**src/rtl/lpm_pkg.sv**
```systemverilog
// Shared types and constants for the low-power clock gating controller.
// Assumes eight gated domains in a fixed bit order, cpu at bit 0.
package lpm_pkg;
    localparam int NUM_DOM = 8;
    localparam int LVL_W   = 3;
    // Depth level: 0 = active, 1..5 = low-power levels 0..4
    localparam logic [LVL_W-1:0] LVL_ACTIVE = '0;
    localparam logic [LVL_W-1:0] LVL_DEEP   = 3'd5;

    // Bit positions of the enable vector
    localparam int D_CPU = 0;
    localparam int D_MCLK = 1;
    localparam int D_SMCLK = 2;
    localparam int D_ACLK = 3;
    localparam int D_FLL = 4;
    localparam int D_DCOCLK = 5;
    localparam int D_DCOGEN = 6;
    localparam int D_XTAL = 7;

    // Deepest level at which each domain still runs (enabled while level <= value)
    localparam logic [LVL_W-1:0] DOM_LAST_LVL [NUM_DOM] =
        '{3'd0, 3'd0, 3'd2, 3'd4, 3'd1, 3'd2, 3'd3, 3'd4};

    typedef logic [LVL_W-1:0]   lvl_t;
    typedef logic [NUM_DOM-1:0] en_vec_t;
endpackage

```
**src/rtl/lpm_mode_seq.sv**
```systemverilog
// Mode sequencer: holds the software-requested level and the servicing flag.
// Produces the level that takes effect at the next edge. Codes above the
// deepest level are clamped to it. Reset enters active mode with no servicing.
module lpm_mode_seq
    import lpm_pkg::*;
#(
    parameter int MODE_W = 3
) (
    input  logic              clk,
    input  logic              rst_n,
    input  logic              mode_wr,
    input  logic [MODE_W-1:0] mode_wdata,
    input  logic              irq_pend,
    input  logic              irq_ret,
    output lvl_t              lvl_next
);
    localparam int unsigned MAX_CODE = int'(LVL_DEEP);

    lvl_t mode_q, mode_n;
    logic svc_q, svc_n;
    lvl_t wr_lvl;

    // Clamp the written code to the deepest legal level
    always_comb begin
        if (int'(mode_wdata) > MAX_CODE) wr_lvl = LVL_DEEP;
        else                             wr_lvl = lvl_t'(mode_wdata);
    end

    // Next state: a write updates the stored level; servicing is entered on irq, left on return
    always_comb begin
        mode_n = mode_wr ? wr_lvl : mode_q;
        if (svc_q) svc_n = !irq_ret;
        else       svc_n = irq_pend && (mode_q != LVL_ACTIVE);
        lvl_next = svc_n ? LVL_ACTIVE : mode_n;
    end

    // State registers
    always_ff @(posedge clk) begin
        if (!rst_n) begin
            mode_q <= LVL_ACTIVE;
            svc_q  <= 1'b0;
        end else begin
            mode_q <= mode_n;
            svc_q  <= svc_n;
        end
    end
endmodule

```
**src/rtl/lpm_en_decode.sv**
```systemverilog
// Level decoder: each domain is on while the level is no deeper than its
// last running level. Purely combinational.
module lpm_en_decode
    import lpm_pkg::*;
(
    input  lvl_t    lvl,
    output en_vec_t en
);
    // One comparator per domain
    for (genvar d = 0; d < NUM_DOM; d++) begin : g_dom
        assign en[d] = (lvl <= DOM_LAST_LVL[d]);
    end
endmodule

```
**src/rtl/lpm_en_reg.sv**
```systemverilog
// Output register: holds the enable vector and resets to all on.
module lpm_en_reg
    import lpm_pkg::*;
(
    input  logic    clk,
    input  logic    rst_n,
    input  en_vec_t en_d,
    output en_vec_t en_q
);
    // Register the decoded enables
    always_ff @(posedge clk) begin
        if (!rst_n) en_q <= '1;
        else        en_q <= en_d;
    end
endmodule

```
**src/rtl/lpm_clock_ctrl.sv**
```systemverilog
// Top of the low-power clock gating controller. Sequencer -> decoder ->
// output register. Every enable changes only on a clock edge.
module lpm_clock_ctrl
    import lpm_pkg::*;
#(
    parameter int MODE_W = 3
) (
    input  logic              clk,
    input  logic              rst_n,
    input  logic              mode_wr,
    input  logic [MODE_W-1:0] mode_wdata,
    input  logic              irq_pend,
    input  logic              irq_ret,
    output logic              cpu_en,
    output logic              mclk_en,
    output logic              smclk_en,
    output logic              aclk_en,
    output logic              fll_en,
    output logic              dcoclk_en,
    output logic              dcogen_en,
    output logic              xtal_en
);
    lvl_t    lvl_next;
    en_vec_t en_d, en_q;

    lpm_mode_seq #(.MODE_W(MODE_W)) u_seq (
        .clk(clk), .rst_n(rst_n), .mode_wr(mode_wr), .mode_wdata(mode_wdata),
        .irq_pend(irq_pend), .irq_ret(irq_ret), .lvl_next(lvl_next)
    );

    lpm_en_decode u_dec (.lvl(lvl_next), .en(en_d));

    lpm_en_reg u_reg (.clk(clk), .rst_n(rst_n), .en_d(en_d), .en_q(en_q));

    assign cpu_en    = en_q[D_CPU];
    assign mclk_en   = en_q[D_MCLK];
    assign smclk_en  = en_q[D_SMCLK];
    assign aclk_en   = en_q[D_ACLK];
    assign fll_en    = en_q[D_FLL];
    assign dcoclk_en = en_q[D_DCOCLK];
    assign dcogen_en = en_q[D_DCOGEN];
    assign xtal_en   = en_q[D_XTAL];
endmodule

```
**config.mk**
```make
export PLATFORM = sky130hd
export DESIGN_NAME = lpm_clock_ctrl
export DESIGN_NICKNAME = d
export VERILOG_FILES = /design/src/rtl/lpm_pkg.sv /design/src/rtl/lpm_mode_seq.sv /design/src/rtl/lpm_en_decode.sv /design/src/rtl/lpm_en_reg.sv /design/src/rtl/lpm_clock_ctrl.sv
export SDC_FILE = /design/constraint.sdc
export NUM_CORES = 1
export LEC_CHECK = 0
export BUFFER_PORTS_ARGS = -buffer_cell sky130_fd_sc_hd__buf_2
export CAP_MARGIN = 20
export CELL_PAD_IN_SITES_DETAIL_PLACEMENT = 0
export CELL_PAD_IN_SITES_GLOBAL_PLACEMENT = 2
export CORE_MARGIN = 3
export CORE_UTILIZATION = 26
export CTS_CLUSTER_SIZE = 14
export DETAILED_ROUTE_END_ITERATION = 16
export MAX_ROUTING_LAYER = met4
export PLACE_DENSITY_LB_ADDON = 0.08
export SLEW_MARGIN = 20
export SYNTH_ARGS = -nofsm -noshare
export SYNTH_HDL_FRONTEND = slang
export SYNTH_SLANG_ARGS = --single-unit
```
**constraint.sdc**
```tcl
create_clock -name clk -period 2.66 [get_ports clk]
set_input_delay 0.266 -clock clk [delete_from_list [all_inputs] [get_ports clk]]
set_output_delay 0.266 -clock clk [all_outputs]
set_load 0.05 [all_outputs]
```
==> results of run 1 <==
## layer usage
metal | vias up | wire length, um | GRT usage (%)
li1 | 151 | - | -
met1 | 135 | 271 | 10.1
met2 | 12 | 367 | 13.0
met3 | 2 | 72 | 6.22
met4 | 0 | 4 | 3.61
met5 | - | 0 | -
## cell usage in the layout, fill, tap and decap left out
cell type,n
inv_1,1
o31ai_1,1
mux2_4,1
a211oi_1,1
a221oi_2,1
nor2b_1,1
buf_2,15
nand2_1,2
dfxtp_1,9
o21ai_2,2
and2_4,1
nor2_1,3
nor3_1,1
o211ai_1,1
clkbuf_1,1
nand2b_1,1
a21oi_1,2
nand3_1,1
mux2_2,1
clkbuf_4,3
nand3b_1,2
## stage by stage
step / area (um2) / instances / utilization [%] / power [W]
floorplan: 363 / 35 / - / 0.000212
global route: 459 / 65 / 38.2 / 0.000343
CTS: 459 / 65 / 38.2 / 0.000329
detailed placement: 433 / 61 / 36.0 / 0.000228
finish: 459 / 65 / 38.2 / 0.000322
global placement: 433 / 61 / 36.0 / 0.000227
## layout make-up
class                   count  area (um2)
multi-input cells          22         156
well taps                  14        17.5
inverters                   1        3.75
fillers                   136         742
repair buffers             15        75.1
flip-flops and latches      9         180
clock buffers               4        26.3
## cell families (layout without fill, tap and decap cells)
kind of cell / Yosys count / count (layout) / synth area share [%]
AND/OR/NAND/NOR: 12 / 12 / 17.9
flip-flops: 9 / 9 / 49.7
multiplexers: 2 / 2 / 7.24
AO/OA/AOI/OAI: 8 / 8 / 17.9
buffers and inverters: 4 / 20 / 7.24
## sequential cells by signal (all words and copies together), names as in the netlist
| signal | count |
|---|---|
| u_seq.svc_q | 1 |
| u_seq.mode_q | 3 |
| u_reg.en_q | 5 |
## worst max-delay path by stage
stage | startpoint | end | slack [ns] | cells past startpoint
after floorplan | u_reg.en_q[1] | mclk_en | 1.50 | 1
after global placement | mode_wr | u_reg.en_q[4] | 1.56 | 4
after detailed placement | mode_wr | u_reg.en_q[5] | 1.54 | 4
after CTS | u_reg.en_q[1] | cpu_en | 1.54 | 1
after global routing | u_seq.mode_q[0] | u_reg.en_q[1] | 1.48 | 3
final | u_reg.en_q[1] | cpu_en | 1.55 | 1
## power by group through the flow
stage	logic (W)	clock network [W]	registers, W
floorplan	0.0000391	0	0.000173
global placement	0.0000749	0	0.000152
detailed placement	0.0000758	0	0.000152
CTS	0.0000759	0.000104	0.000149
global route	0.0000802	0.000113	0.000150
finish	0.0000748	0.0000985	0.000149
==> results by group, run 1 <==
Logic synthesis
  – Number of enable flip-flop cells after synthesis: 0
  – Mapped Area: 363 um2
  – Ys Warns: 0
  – Post-Syn Nets: 43
  – Ys flop type: dfxtp_1
  – Most frequent cell after synthesis: dfxtp_1
  – Yosys reg bits: 9
  – Mapped Cells: 35
  – Top post-synthesis cells by area: dfxtp_1 (50%), buf_4 (6.2%), o21ai_2 (4.8%)
  – Ys async rst share: 0%
  – Area share of the largest cell type after synthesis: around 50%
  – Sequential cell area fraction in the yosys report: 49.7%
  – Synthesized area per cell: between 10 and 15 um2
  – Synth area leader: dfxtp_1
  – Synth top cells by count: dfxtp_1 (9), buf_4 (3), nor2_1 (3)
  – Post-synthesis cell type count: 19

Power
  – Net Sw Frac: between 30% and 40%
  – Max rail drop VDD: approximately 350 uV
  – Leakage: about 0.19 nW
  – Logic pwr share: 23.2%
  – Pint: approximately 0.00022 W
  – Clk network pwr share: a little under a third
  – Reg power frac: a little under half
  – Psw: ~0.000099 W
  – Pwr/cell area: 702 nW/um2

Worst setup path
  – Req. time, crit path: roughly 2.4 ns
  – CP Cell Sequence: buf_2
  – Worst path buffer plus inverter count: 1
  – R2R Setup Slk: about 1.6 ns
  – Startpoint Class: flop
  – Worst reg2reg path endpoint: u_reg.en_q[1]
  – CP max FO: 2
  – Critical R2R Launch: u_seq.mode_q[0]
  – Max incr delay on CP: 0.33 ns
  – CP top delay family: flip-flops
  – Critical path class: reg -> out
  – Cells on worst reg2reg path: 3
  – WP data arrival: 0.84 ns
  – Slowest CP cell: dfxtp_1
  – Critical Path Sink Type: output port

STA
  – Unrepaired setup endpoints after global routing: false
  – Crit share post-route: between 40% and 50%
  – Final hold slack: 0.243 ns
  – Clock Skew: 0.000446 ns
  – Period minus WS final: ~1.1 ns
  – Final Hold Viols: 0
  – Setup TNS: 0 ns
  – Slew at the pin closest to its max-slew limit: roughly 0.25 ns
  – Peak Freq: around 900 MHz
  – Setup violators final: 0
  – Rel. slew slack: about 83%
  – Final Worst Setup Slack: 1.55 ns
  – Final Max Tran Viols: 0

Clock network
  – Post-CTS Setup Inserts: 0
  – CTS resizes: 0
  – # hold bufs at CTS: 0
  – TritonCTS clock tree: done
  – CTS Sinks: 9
  – TritonCTS buffer count: 3
  – Root buf cell: clkbuf_4
  – H-Tree Depth: 1
  – Clock Path Buffers: 2
  – Clock transition at path regs: ~0.050 ns
  – Worst-Skew Late Latency: between 0.2 and 0.3 ns

Floorplan
  – Die Y-Extent: around 43 um
  – Core area: 1200 um2
  – Die area: 1880 um2
  – Die X-Extent: between 40 and 50 um
  – Initial Utilization: between 30 and 40%
  – Row count: 12
  – Io pins: 16

Routing
  – Total Wirelength: ~700 um
  – Via count: 300
  – Pre-antenna DRT Iters: 3
  – DR vias/cell: between 4 and 5
  – DRT iter0 DRCs: 2
  – DRC Markers: 0
  – Drt wl/cell: around 11 um
  – ANT nets after route: 0

Worst hold path
  – Hold path depth: 2
  – Min-Delay Path Class: in -> reg
  – Worst Hold Path EP: u_reg.en_q[1]
  – Hold_sp: rst_n

Final layout
  – Diodes inserted: 0
  – Layout area overhead: 26.6%
  – Share of cells above drive strength 1: between 40% and 50%
  – Fin nets: 60

Global route
  – GRT Total Usage: 9.19%
  – GRT overflow: 0
  – Vias in the first global route: ~290
  – First-pass GRT wire length: ~1200 um
  – Initial antenna violation count: 0
  – Largest net degree at the start of global routing: 9

Placed design
  – Worst slack, placed: between 1.5 and 2 ns
  – GPL Wtd Cong: between 0.7 and 0.8
  – Number of port buffers: 15

Run
  – Maxcap violations: 0

Status
  – Status: complete, no violations
Note: power is estimated with default switching activity, not from simulation.
==> run 2: changes to the inputs <==
--- a/config.mk
+++ b/config.mk
@@ -10,7 +10,7 @@
 export CELL_PAD_IN_SITES_DETAIL_PLACEMENT = 0
 export CELL_PAD_IN_SITES_GLOBAL_PLACEMENT = 2
 export CORE_MARGIN = 3
-export CORE_UTILIZATION = 26
+export CORE_UTILIZATION = 24
 export CTS_CLUSTER_SIZE = 14
 export DETAILED_ROUTE_END_ITERATION = 16
 export MAX_ROUTING_LAYER = met4
==> constraint.sdc (replaced) <==
create_clock -name clk -period 1.05 [get_ports clk]
set_input_delay 0.105 -clock clk [delete_from_list [all_inputs] [get_ports clk]]
set_output_delay 0.105 -clock clk [all_outputs]
set_load 0.05 [all_outputs]
==> results by group, run 2 (synthesized netlist as in run 1, its figures left out) <==
Status
  – Status: complete, no violations

Final layout
  – Final non-filler cell area: 469 um2 (+2.2%)
  – Fin nets: 60 (unchanged)
  – Diodes inserted: 0 (unchanged)
  – Commonest non-fill, non-tap cells in the layout: buf_2 (15), dfxtp_1 (9), nor2_1 (3), clkbuf_4 (3)
  – Util after Layout: 34.3% (-3.9 points)
  – Most common cell after layout, fill and taps aside: buf_2
  – Top flop regs: u_reg.en_q: 5 flops, u_seq.mode_q: 3 flops, u_seq.svc_q: 1 flops
  – Max reg flops: 5 (unchanged)
  – Top reg by flops: u_reg.en_q
  – Share of cells above drive strength 1: 49.0% (+2.0 points)
  – Layout area overhead: 29.3%
  – Final cell count without fillers: 66 (+1.5%)

STA
  – Unrepaired setup endpoints after global routing: false
  – Slew at the pin closest to its max-slew limit: 0.255 ns (+0.00323 ns)
  – Rel. slew slack: 83.0% (-0.33 points)
  – Final Max Tran Viols: 0 (unchanged)
  – Final hold slack: 0.0821 ns (-0.160 ns)
  – Peak Freq: 993 MHz
  – Clock Skew: 0.00433 ns (+0.00389 ns)
  – Crit share post-route: 95.9%
  – Period minus WS final: roughly 1 ns
  – Final Hold Viols: 0 (unchanged)
  – Setup violators final: 0 (unchanged)

Clock network
  – TritonCTS clock tree: done
  – H-Tree Depth: 1 (unchanged)
  – Clock transition at path regs: 0.06 ns (about the same)
  – Post-CTS Setup Inserts: 0 (unchanged)
  – Worst-Skew Late Latency: 0.25 ns (about the same)
  – Root buf cell: clkbuf_4
  – CTS Sinks: 9 (unchanged)
  – Clock Path Buffers: 2 (unchanged)
  – TritonCTS buffer count: 3 (unchanged)

Global route
  – Vias in the first global route: 309 (+6.9%)
  – GRT overflow: 0 (unchanged)
  – First-pass GRT wire length: 1250 um (+2.8%)
  – Largest net degree at the start of global routing: 9 (unchanged)
  – Initial antenna violation count: 0 (unchanged)
  – GRT Total Usage: 9.13% (-0.065 points)

Placed design
  – GPL Wtd Cong: 0.707 (-11%)
  – Post-DP HPWL: 597 um
  – Number of port buffers: 15 (unchanged)
  – Dpl cells: 62 (+1.6%)
  – Placement Cell Area: 434 um2 (+0.29%)

Worst hold path
  – Hold path depth: 2 (unchanged)
  – Min-Delay Path Class: in -> reg
  – Hold_sp: rst_n
  – Worst Hold Path EP: u_reg.en_q[1]

Floorplan
  – Die X-Extent: 44.9 um (+3.5%)
  – Io pins: 16 (unchanged)
  – Row count: 13 (+1)
  – Die Y-Extent: 44.9 um (+3.5%)
  – Initial Utilization: 26.6% (-3.7 points)
  – Core area: 1370 um2 (+14%)
  – Die area: 2010 um2 (+7.2%)

Power
  – Reg power frac: 45.9% (-0.3 points)
  – Leakage: 0.193 nW (+2.0%)
  – Clk network pwr share: 30.6% (about the same)
  – Psw: 0.000255 W (+160%)
  – Pwr/cell area: 1760 nW/um2 (+150%)
  – Logic pwr share: 23.6% (+0.4 points)
  – Pint: 0.000571 W (+160%)
  – Net Sw Frac: 30.9% (+0.30 points)
  – Max rail drop VDD: 504 uV (+42%)

Routing
  – Pre-antenna DRT Iters: 2 (-1)
  – ANT nets after route: 0 (unchanged)
  – DRC Markers: 0 (unchanged)
  – DR vias/cell: 4.65 (+0.78%)
  – Total Wirelength: 739 um (+3.4%)
  – DRT iter0 DRCs: 2 (unchanged)
  – Via count: 307 (+2.3%)
  – Drt wl/cell: 11.2 um (+1.8%)

Worst setup path
  – Req. time, crit path: 1.18 ns (-1.21 ns)
  – Critical path class: reg -> reg
  – R2R Setup Slk: 0.04 ns (-1.54 ns)
  – WP data arrival: 1.14 ns (+0.30 ns)
  – Worst reg2reg path endpoint: u_reg.en_q[1]
  – Critical Path Sink Type: flop
  – Worst setup path start: u_seq.mode_q[0]
  – Critical R2R Launch: u_seq.mode_q[0]
  – Startpoint Class: flop
  – Cells on worst reg2reg path: 3 (unchanged)
  – CP max FO: 6 (+4)

Run
  – Maxcap violations: 0 (unchanged)
## run 2: cell counts in the layout (fill, tap and decap cells not counted)
Identical to the previous run, type by type.
## run 2: through the flow
stage / power [W] / setup slack, ns / setup TNS (ns)
after floorplan: 0.000536 / 0.0507 / 0
after global placement: 0.000574 / 0.0185 / 0
after detailed placement: 0.000577 / -0.0163 / -0.0163
after CTS: 0.000838 / 0.0108 / 0
after global routing: 0.000881 / 0.00300 / 0
final: 0.000826 / 0.0430 / 0
## run 2: how the worst max path moves through the flow
stage	to	cells after the start	slack (ns)
6_report	u_reg.en_q[1]	3	0.04
3_3_place_gp	u_reg.en_q[1]	3	0.02
4_1_cts	u_reg.en_q[1]	3	0.01
2_1_floorplan	mclk_en	1	0.05
3_5_place_dp	u_reg.en_q[1]	3	-0.02
5_1_grt	u_reg.en_q[1]	3	0.003
## run 2: routing by layer
metal  vias to the layer above  global-route usage, %  wire length [um]
met5                         -                      -                 0
li1                        152                      -                 -
met4                         0                   5.26                14
met1                       136                   9.95               318
met2                        17                   14.0               320
met3                         2                   3.59                86
## run 2: cell type report
class                           instances  area, um2
Clock buffer                            4       26.3
Inverter                                1       3.75
Tap cell                               15       18.8
Sequential cell                         9        180
Multi-Input combinational cell         22        165
Timing Repair Buffer                   15       75.1
Fill cell                             158        897
## run 2: power groups by stage
stage,sequential (W),clock [W],combinational (W)
global placement,0.000384,0,0.000191
floorplan,0.000437,0,0.0000990
global route,0.000382,0.000291,0.000208
detailed placement,0.000385,0,0.000192
CTS,0.000378,0.000264,0.000195
finish,0.000379,0.000252,0.000195
## run 2: what timing repair did
action / CTS / global route
endpoints found under the hold margin: 0 / 0
resized for setup: 1 / 1
hold buffers: 0 / 0
endpoints found under the setup margin: 2 / 6
## run 2: critical path, stage by stage (launching register included)
cell	delay, ns
dfxtp_1	0.34
o31ai_2	0.24
mux2_4	0.22
o211ai_1	0.08
